===== config.mk =====
export PLATFORM = sky130hd
export DESIGN_NAME = ltc_frame_gen
export DESIGN_NICKNAME = d
export VERILOG_FILES = /design/src/rtl/ltc_gen_pkg.sv /design/src/rtl/ltc_half_cell_clock.sv /design/src/rtl/ltc_frame_seq.sv /design/src/rtl/ltc_biphase_out.sv /design/src/rtl/ltc_frame_gen.sv
export SDC_FILE = /design/constraint.sdc
export NUM_CORES = 1
export LEC_CHECK = 0
export ABC_AREA = 1
export CAP_MARGIN = 15
export CORE_MARGIN = 5
export CORE_UTILIZATION = 40
export DETAILED_ROUTE_END_ITERATION = 10
export PLACE_DENSITY = 0.67
export SLEW_MARGIN = 20
export SYNTH_ARGS = -nofsm -noshare
export SYNTH_HDL_FRONTEND = slang
export SYNTH_HIERARCHICAL = 1
export SYNTH_SLANG_ARGS = --single-unit

===== constraint.sdc =====
create_clock -name clk_i -period 2.8 [get_ports clk_i]
set_clock_uncertainty 0.15 [all_clocks]
set_input_delay 0.28 -clock clk_i [delete_from_list [all_inputs] [get_ports clk_i]]
set_output_delay 0.28 -clock clk_i [all_outputs]
set_load 0.01 [all_outputs]

===== src/rtl/ltc_gen_pkg.sv =====
package ltc_gen_pkg;

  typedef enum logic [1:0] {
    RATE_24   = 2'd0,
    RATE_25   = 2'd1,
    RATE_2997 = 2'd2,
    RATE_30   = 2'd3
  } ltc_rate_e;

  localparam int unsigned DATA_BITS  = 64;
  localparam int unsigned SYNC_BITS  = 16;
  localparam int unsigned CELLS      = DATA_BITS + SYNC_BITS;
  localparam int unsigned CELL_W     = $clog2(CELLS);
  localparam int unsigned DIDX_W     = $clog2(DATA_BITS);
  localparam int unsigned SIDX_W     = $clog2(SYNC_BITS);
  localparam int unsigned XFER_CELL  = 71;
  localparam int unsigned HALVES     = 2 * CELLS;
  // bit k is sent in cell DATA_BITS+k
  localparam logic [SYNC_BITS-1:0] SYNC_WORD = 16'hBFFC;

  // frame rate scaled by 1001 so that 30000/1001 stays integral
  function automatic longint unsigned fps_x1001(ltc_rate_e r);
    case (r)
      RATE_24:   return 64'd24024;
      RATE_25:   return 64'd25025;
      RATE_2997: return 64'd30000;
      default:   return 64'd30030;
    endcase
  endfunction

endpackage


===== src/rtl/ltc_half_cell_clock.sv =====
module ltc_half_cell_clock
  import ltc_gen_pkg::*;
#(
  parameter longint unsigned CLK_HZ = 27_000_000
) (
  input  logic      clk_i,
  input  logic      rst_ni,
  input  ltc_rate_e rate_i,
  output logic      tick_o
);

  localparam longint unsigned MODULUS = CLK_HZ * 64'd1001;
  localparam int unsigned     ACC_W   = $clog2(MODULUS) + 2;

  logic [ACC_W-1:0] acc_q, inc, sum;
  logic             hit;

  always_comb begin
    inc = ACC_W'(64'(HALVES) * fps_x1001(rate_i));
    sum = acc_q + inc;
    hit = sum >= ACC_W'(MODULUS);
  end

  always_ff @(posedge clk_i or negedge rst_ni) begin
    if (!rst_ni) begin
      acc_q  <= '0;
      tick_o <= 1'b0;
    end else begin
      acc_q  <= hit ? (sum - ACC_W'(MODULUS)) : sum;
      tick_o <= hit;
    end
  end

endmodule


===== src/rtl/ltc_frame_seq.sv =====
module ltc_frame_seq
  import ltc_gen_pkg::*;
(
  input  logic                 clk_i,
  input  logic                 rst_ni,
  input  logic                 tick_i,
  input  logic                 tx_en_i,
  input  logic                 start_i,
  input  logic [DATA_BITS-1:0] stage_i,
  output logic                 busy_o,
  output logic                 cell_edge_o,
  output logic                 mid_edge_o,
  output logic                 irq_o
);

  logic [DATA_BITS-1:0] out_buf_q;
  logic [CELL_W-1:0]    cell_q;
  logic                 half_q, busy_q, pend_q, irq_q;
  logic [SIDX_W-1:0]    sync_idx;
  logic                 cur_bit, last_cell, xfer_cell;
  logic                 launch, step_cell, xfer;

  always_comb begin
    sync_idx  = SIDX_W'(cell_q - CELL_W'(DATA_BITS));
    cur_bit   = (cell_q < CELL_W'(DATA_BITS)) ? out_buf_q[cell_q[DIDX_W-1:0]]
                                              : SYNC_WORD[sync_idx];
    last_cell = cell_q == CELL_W'(CELLS - 1);
    xfer_cell = cell_q == CELL_W'(XFER_CELL);
    // back-to-back start reuses the final half tick of the previous frame
    launch      = tick_i & pend_q & tx_en_i & (~busy_q | (half_q & last_cell));
    step_cell   = tick_i & busy_q & half_q & ~last_cell;
    xfer        = tick_i & busy_q & half_q & xfer_cell & tx_en_i;
    mid_edge_o  = tick_i & busy_q & ~half_q & cur_bit;
    cell_edge_o = launch | step_cell;
  end

  always_ff @(posedge clk_i or negedge rst_ni) begin
    if (!rst_ni) begin
      busy_q <= 1'b0;
      cell_q <= '0;
      half_q <= 1'b0;
    end else if (launch) begin
      busy_q <= 1'b1;
      cell_q <= '0;
      half_q <= 1'b0;
    end else if (tick_i && busy_q) begin
      if (!half_q) begin
        half_q <= 1'b1;
      end else if (last_cell) begin
        busy_q <= 1'b0;
      end else begin
        cell_q <= cell_q + 1'b1;
        half_q <= 1'b0;
      end
    end
  end

  always_ff @(posedge clk_i or negedge rst_ni) begin
    if (!rst_ni) begin
      pend_q    <= 1'b0;
      irq_q     <= 1'b0;
      out_buf_q <= '0;
    end else begin
      pend_q <= tx_en_i & (start_i | (pend_q & ~launch));
      irq_q  <= xfer;
      if (xfer) out_buf_q <= stage_i;
    end
  end

  assign busy_o = busy_q;
  assign irq_o  = irq_q;

endmodule


===== src/rtl/ltc_biphase_out.sv =====
module ltc_biphase_out (
  input  logic clk_i,
  input  logic rst_ni,
  input  logic cell_edge_i,
  input  logic mid_edge_i,
  output logic level_o
);

  always_ff @(posedge clk_i or negedge rst_ni) begin
    if (!rst_ni) level_o <= 1'b0;
    else         level_o <= level_o ^ (cell_edge_i | mid_edge_i);
  end

endmodule


===== src/rtl/ltc_frame_gen.sv =====
module ltc_frame_gen
  import ltc_gen_pkg::*;
#(
  parameter longint unsigned CLK_HZ = 27_000_000
) (
  input  logic        clk_i,
  input  logic        rst_ni,
  input  logic        tx_en_i,
  input  logic [1:0]  rate_sel_i,
  input  logic        start_i,
  input  logic [63:0] stage_i,
  output logic        ltc_o,
  output logic        irq_o
);

  logic tick_w, busy_w, cell_edge_w, mid_edge_w;

  ltc_half_cell_clock #(.CLK_HZ(CLK_HZ)) u_clk (
    .clk_i  (clk_i),
    .rst_ni (rst_ni),
    .rate_i (ltc_rate_e'(rate_sel_i)),
    .tick_o (tick_w)
  );

  ltc_frame_seq u_seq (
    .clk_i       (clk_i),
    .rst_ni      (rst_ni),
    .tick_i      (tick_w),
    .tx_en_i     (tx_en_i),
    .start_i     (start_i),
    .stage_i     (stage_i),
    .busy_o      (busy_w),
    .cell_edge_o (cell_edge_w),
    .mid_edge_o  (mid_edge_w),
    .irq_o       (irq_o)
  );

  ltc_biphase_out u_out (
    .clk_i       (clk_i),
    .rst_ni      (rst_ni),
    .cell_edge_i (cell_edge_w),
    .mid_edge_i  (mid_edge_w),
    .level_o     (ltc_o)
  );

endmodule


-- Word level (Yosys, flattened, before mapping)
Memory sizes are Yosys's and may differ from the RTL's.
Index checks and enable logic that the tools add are counted.
- add/sub/neg operators: 4
- multipliers: 1
- $lt $le $gt $ge: 4
- equal/unequal tests: 5
- mux-type cells: 18
- bitwise operators: 22
- reductions and logical operators: 7
- operator list (cell ; count):
    $pmux W14 S3 ; 1
    $add A37 B37 Y37 ; 1
    $ge A37 B35 Y1 const B ; 1
    $mux W37 ; 1
    $sub A37 B35 Y37 const B ; 1
    $mux W7 ; 4
    $mul A3 B15 Y18 const A ; 1
    $eq A7 B7 Y1 const B ; 2
    $and A1 B1 Y1 ; 13
    $mux W1 ; 11
    $add A7 B1 Y7 const B ; 1
    $lt A6 B7 Y1 const B ; 1
    $lt A7 B7 Y1 const B ; 1
    $bmux W1 S6 ; 1
    $reduce_and A3 Y1 ; 2
    $reduce_bool A2 Y1 ; 3
    $lt A4 B5 Y1 const B ; 1
    $not A1 Y1 ; 4
    $or A1 B1 Y1 ; 4
    $sub A4 B1 Y4 const B ; 1
    $eq A2 B1 Y1 const B ; 1
    $eq A2 B2 Y1 const B ; 1
    $logic_not A2 Y1 ; 1
    $ne A2 B2 Y1 const B ; 1
    other kinds (2) ; 2
- register bits: 114
- ROM bits: 16
- input port bits: 70
- logic and storage cells: 71
- memories: 1
- memories (name ; words ; bits a word ; read ports ; clocked after Yosys merged registers in ; write ports ; line ; text):
    (name not given) ; 16 ; 1 ; 1 ; 0 ; 0 ; ltc_frame_seq.sv:26 ; : SYNC_WORD[sync_idx];

-- Longest topological paths before layout
- depth after elaboration: 8
- gate-level depth with buffers: 28
- gate-level depth less buffers: 28

-- Cells and area by module
Netlist, hierarchy kept.
- modules (own cells, without submodules) (module ; times used ; cells each ; area an instance (um^2) ; sequential area each (um^2)):
    ltc_half_cell_clock ; 1 ; 837 ; 4593.2 ; 825.8
    ltc_frame_seq ; 1 ; 509 ; 3727.3 ; 1876.8
    ltc_biphase_out ; 1 ; 6 ; 45.0 ; 25.0

-- Least setup slack after synthesis
Ideal clock, no wire load.
- path kind: input -> register
- from: in rate_sel_i[0]
- to: reg u_clk.acc_q[23]
- setup time: 117 ps
- data arrival time: 2876 ps
- required time: 2533 ps
- setup slack: -343 ps
- stages: 20
- cell sequence: inv_1 -> ha_1 -> or2_2 -> ha_1 -> nand2_1 -> nor2_2 -> inv_2 -> nor2_2 -> nand3_2 -> nand3_1 -> nand2_1 -> xor2_1 -> nand3_1 -> nor2_1 -> nand3_1 -> nand3_4 -> inv_4 -> buf_6 -> nand2_1 -> nand2_1
- longest elaborated chain between the ends: 6
- RTL lines (item ; line ; text):
    from (decl) ; ltc_frame_gen.sv:9 ; input logic [1:0] rate_sel_i,
    $eq A2 B2 Y1 (tied with other cells) ; ltc_gen_pkg.sv:23 ; case (r)
    $pmux W14 S3 * ; ltc_gen_pkg.sv:23 ;
    $mul A3 B15 Y18 * ; ltc_half_cell_clock.sv:19 ; inc = ACC_W'(64'(HALVES) * fps_x1001(rate_i));
    $add A37 B37 Y37 * ; ltc_half_cell_clock.sv:20 ; sum = acc_q + inc;
    $sub A37 B35 Y37 / $ge A37 B35 Y1 (equally long branches) ; ltc_half_cell_clock.sv:29, ltc_half_cell_clock.sv:21 ;
    $mux W37 * ; ltc_half_cell_clock.sv:29 ; acc_q <= hit ? (sum - ACC_W'(MODULUS)) : sum;
    to (signal assigned) ; ltc_half_cell_clock.sv:29 ;
    to (decl) ; ltc_half_cell_clock.sv:15 ; logic [ACC_W-1:0] acc_q, inc, sum;
Every way passes the cells marked *; elsewhere a longest branch is shown, timed or not.
A chain may end at the register's enable or synchronous reset.

-- Final worst setup path
- from: reg u_clk.acc_q[5]
- to: reg u_clk.acc_q[17]
- longest elaborated chain between the ends: 3
- RTL lines (item ; line):
    $add A37 B37 Y37 * ; ltc_half_cell_clock.sv:20
    $sub A37 B35 Y37 / $ge A37 B35 Y1 (equally long branches) ; ltc_half_cell_clock.sv:29, ltc_half_cell_clock.sv:21
    $mux W37 * ; ltc_half_cell_clock.sv:29
Marks and branches as above.

==> impl_metrics.csv <==
group,metric,value,unit
clock_network,root_buffer,"clkbuf_16",
timing,maxSlewViolCount,0,
place,dp_hpwl,19400,µm
logic_synthesis,synth-edff-count,0,
critical_path,crit_chain,"ha_2 > inv_2 > fa_2 > inv_2 > buf_4 > nand3_1 > nand3_2 > nand2_2 > nand2_1 > nand2_1 > nand2_2 > nand2_2 > nor2_2 > inv_1 > nor2_4 > nand3_4 > nand3_4 > buf_6 > buf_12 > nand2_4 > o21ai_1",
logic_synthesis,yosysWarnings,6,
timing,rsz0062_at_grt,"true",
logic_synthesis,synth_nets,1449,
timing,period_minus_slack,3.02,ns
power,p_leak,6.21,nW
clock_network,clk_pin_slew_worst_paths,0.08,ns
status,violations,"setup timing",
flow_run,maxCapViolCount,0,
timing,worst_slew_pin_slew,0.594,ns
logic_synthesis,synthArstFlopShare,1.00,
timing,holdWs,0.225,ns
critical_path,crit_path_max_fanout,6,
power,switching_power,5.05,mW
detailed_routing,firstDrtPassIters,6,
place,portBuffers,71,
power,p_total,10.6,mW
global_route,first_global_vias,8745,
power,switching_share,0.477,
critical_path,cp_slowest_cell,"fa_2",
logic_synthesis,ys_seq_area_frac,0.326,
logic_synthesis,ys_ff_latch,109,
logic_synthesis,synth_area_per_cell,6.19,µm²
final_layout,final_cells,1844,
critical_path,critPathCaptureType,"flip-flop",
detailed_routing,route.met2.wl,13100,µm
timing,max_freq,331,MHz
clock_network,clockBufferDepth,2,
final_layout,area_growth_syn_to_layout,43.1,%
logic_synthesis,synth_ff_type,"dfrtp_1",
status,outcome,"complete, but fails checks",
power,p_per_area,885,nW/µm²
detailed_routing,wl_per_cell,14.6,µm
detailed_routing,routed-wl-met3,1260,µm
detailed_routing,drt_iter0_markers,745,
timing,relSlewSlack,0.604,
detailed_routing,ant_nets,0,
final_layout,fill_cells,1896,
power,ir_drop,1.08,mV
timing,finalCritPeriodShare,1.08,
critical_path,max_stage_delay,0.37,ns
logic_synthesis,synth_area,8370,µm²
die,initial_core_util,0.402,
timing,setup_ws,-0.222,ns
die,chipHeight,155,µm
power,clkPwrFrac,0.123,
die,die_w,155,µm
place,gp_congestion,0.955,
final_layout,fin_util,0.575,
global_route,antenna_found_initial,0,
place,place_ws,-1.33,ns
detailed_routing,top_layer,"met4",
timing,setup_violations,32,
detailed_routing,drcViolationCount,0,
final_layout,nets,1661,
detailed_routing,m1WireLength,11800,µm
power,p_comb_frac,0.688,
global_route,grt_pass1_wl,42900,µm
timing,hold_violations,0,
detailed_routing,routed_via_density,4.98,
global_route,grt_use_total,0.219,
critical_path,cp_common_cell,"nand2_2",
critical_path,critical_path_arrival,3.16,ns
logic_synthesis,synth.distinct_cells,41,
clock_network,insertion_delay,0.37,ns
clock_network,numCtsBuffers,9,
die,core_area,20800,µm²
critical_path,worstPathRequired,2.94,ns
power,power_frac_seq,0.189,
clock_network,clkSinkCount,109,
global_route,grt_overflow,0,
detailed_routing,vias,9188,
min_path,hold_path_class,"primary input to flip-flop",
clock_network,cts_tree,"built",
global_route,grt_max_degree,63,
detailed_routing,drt_wl_total,27000,µm
final_layout,drive_gt1_frac,0.285,
critical_path,start_kind,"flip-flop",
clock_network,htreeDepth,3,
die,dieArea,23900,µm²
logic_synthesis,synthCells,1352,
power,p_int,5.54,mW
die,ioPinCount,72,
critical_path,path_class,"flip-flop to flip-flop",
place,dp.cells,1798,
die,rows,53,
final_layout,diodes,0,
-- stage by stage --
| stage | cell area (µm²) | TNS [ns] |
|---|---|---|
| final | 12000 | -5.99 |
| after floorplan | 8470 | -4.27 |
| after global placement | 10400 | -40.13 |
| after CTS | 11500 | -7.31 |
| after detailed placement | 10400 | -41.42 |
| after global routing | 12000 | -10.77 |
-- cell usage in the layout, fill, tap and decap left out, types with 22 or more instances in the layout --
master | synthesis | final
inv_1 | 161 | 146
nand2_2 | 21 | 92
dfrtp_1 | 109 | 109
inv_2 | 15 | 27
buf_4 | 5 | 141
clkdlybuf4s50_1 | 0 | 68
nor2_1 | 98 | 74
nand2_1 | 614 | 519
nor2_2 | 12 | 22
nand2_4 | 2 | 26
o21ai_1 | 50 | 42
nand3_1 | 98 | 81
-- final timing paths --
kind	from	endpoint	slack, ns	cells past startpoint
worst max-delay path	u_clk/acc_q[5]	u_clk/acc_q[17]	-0.22	21
worst min-delay path	rate_sel_i[0]	u_clk/acc_q[5]	0.22	3
worst max register to register	u_clk/acc_q[5]	u_clk/acc_q[17]	-0.22	21
worst min register to register	u_seq/out_buf_q[51]	u_seq/out_buf_q[51]	0.33	2
max in group asynchronous	rst_ni	u_clk/acc_q[32]	1.44	3
min in group asynchronous	rst_ni	u_seq/out_buf_q[40]	0.30	2
-- Yosys cell counts, types with 3 or more instances --
master / count / area (µm²)
o21ai_1: 50 / 250
inv_1: 161 / 604
nand3_2: 4 / 40.0
ha_1: 26 / 325
nand3b_1: 3 / 22.5
xor2_1: 22 / 193
nor2_1: 98 / 368
nor2_2: 12 / 75.1
a21oi_1: 22 / 110
nand3_1: 98 / 490
o21ai_0: 7 / 35.0
clkbuf_1: 8 / 30.0
nand2_1: 614 / 2300
a21oi_2: 3 / 26.3
nor3_2: 4 / 40.0
buf_2: 12 / 60.1
nor2_4: 5 / 56.3
buf_1: 3 / 11.3
buf_4: 5 / 37.5
nor3_1: 7 / 35.0
xnor2_1: 3 / 26.3
nand2_2: 21 / 131
dfrtp_1: 109 / 2730
inv_2: 15 / 56.3
nand4_1: 19 / 119
-- timing repair --
item                                   4_1_cts  5_1_grt
setup endpoints to repair                   32       32
endpoints found under the hold margin       42        0
buffers inserted                            21        7
hold buffers                                 1        0
pin swaps                                   58       55
cloned                                       4        1
gates resized for setup                    149      132
-- cell type report --
| class | count | area, µm² | area share |
|---|---|---|---|
| Multi-Input combinational cell | 1035 | 5850 | 0.489 |
| Sequential cell | 109 | 2730 | 0.228 |
| Timing Repair Buffer | 228 | 2020 | 0.168 |
| Inverter | 179 | 711 | 0.0594 |
| Tap cell | 275 | 344 | 0.0287 |
| Clock buffer | 9 | 225 | 0.0188 |
| Clock inverter | 7 | 68.8 | 0.00575 |
| Timing Repair inverter | 2 | 25.0 | 0.00209 |
-- registers in the layout, indices dropped and copies added (netlist names) --
signal	count
u_clk/tick_o	1
u_clk/acc_q	32
u_seq/out_buf_q	64
u_seq/busy_o	1
u_seq/irq_o	1
u_seq/half_q	1
u_seq/pend_q	1
u_seq/cell_q	7
u_out/level_o	1
-- critical path, delay by kind of cell (launching register included) --
family	cells	cell delay, ns
flops	1	0.35
simple gates	12	1.22
compound gates	1	0.07
buf+inv	6	0.59
fa+ha+maj	2	0.55
-- cells by family (layout without fill, tap and decap cells) --
family / count (synthesis) / in the layout / share of synthesized area
simple gates: 895 / 896 / 0.451
xor+xnor: 25 / 25 / 0.0262
buf+inv: 209 / 425 / 0.0999
compound gates: 87 / 87 / 0.0556
fa+ha+maj: 27 / 27 / 0.0413
flops: 109 / 109 / 0.326
-- layer usage --
layer	global-route usage	vias to the layer above
met5	0	-
met4	0.0690	0
met3	0.0246	52
met2	0.379	262
met1	0.288	4272
li1	-	4602
-- power groups by stage --
stage	sequential [mW]	combinational, mW	clock [mW]
finish	2.00	7.29	1.30
global route	2.02	7.94	1.38
CTS	1.96	6.35	1.32
detailed placement	1.98	5.77	0
global placement	1.97	5.72	0
floorplan	1.90	3.35	0
Note: power is estimated with default switching activity, not from simulation.
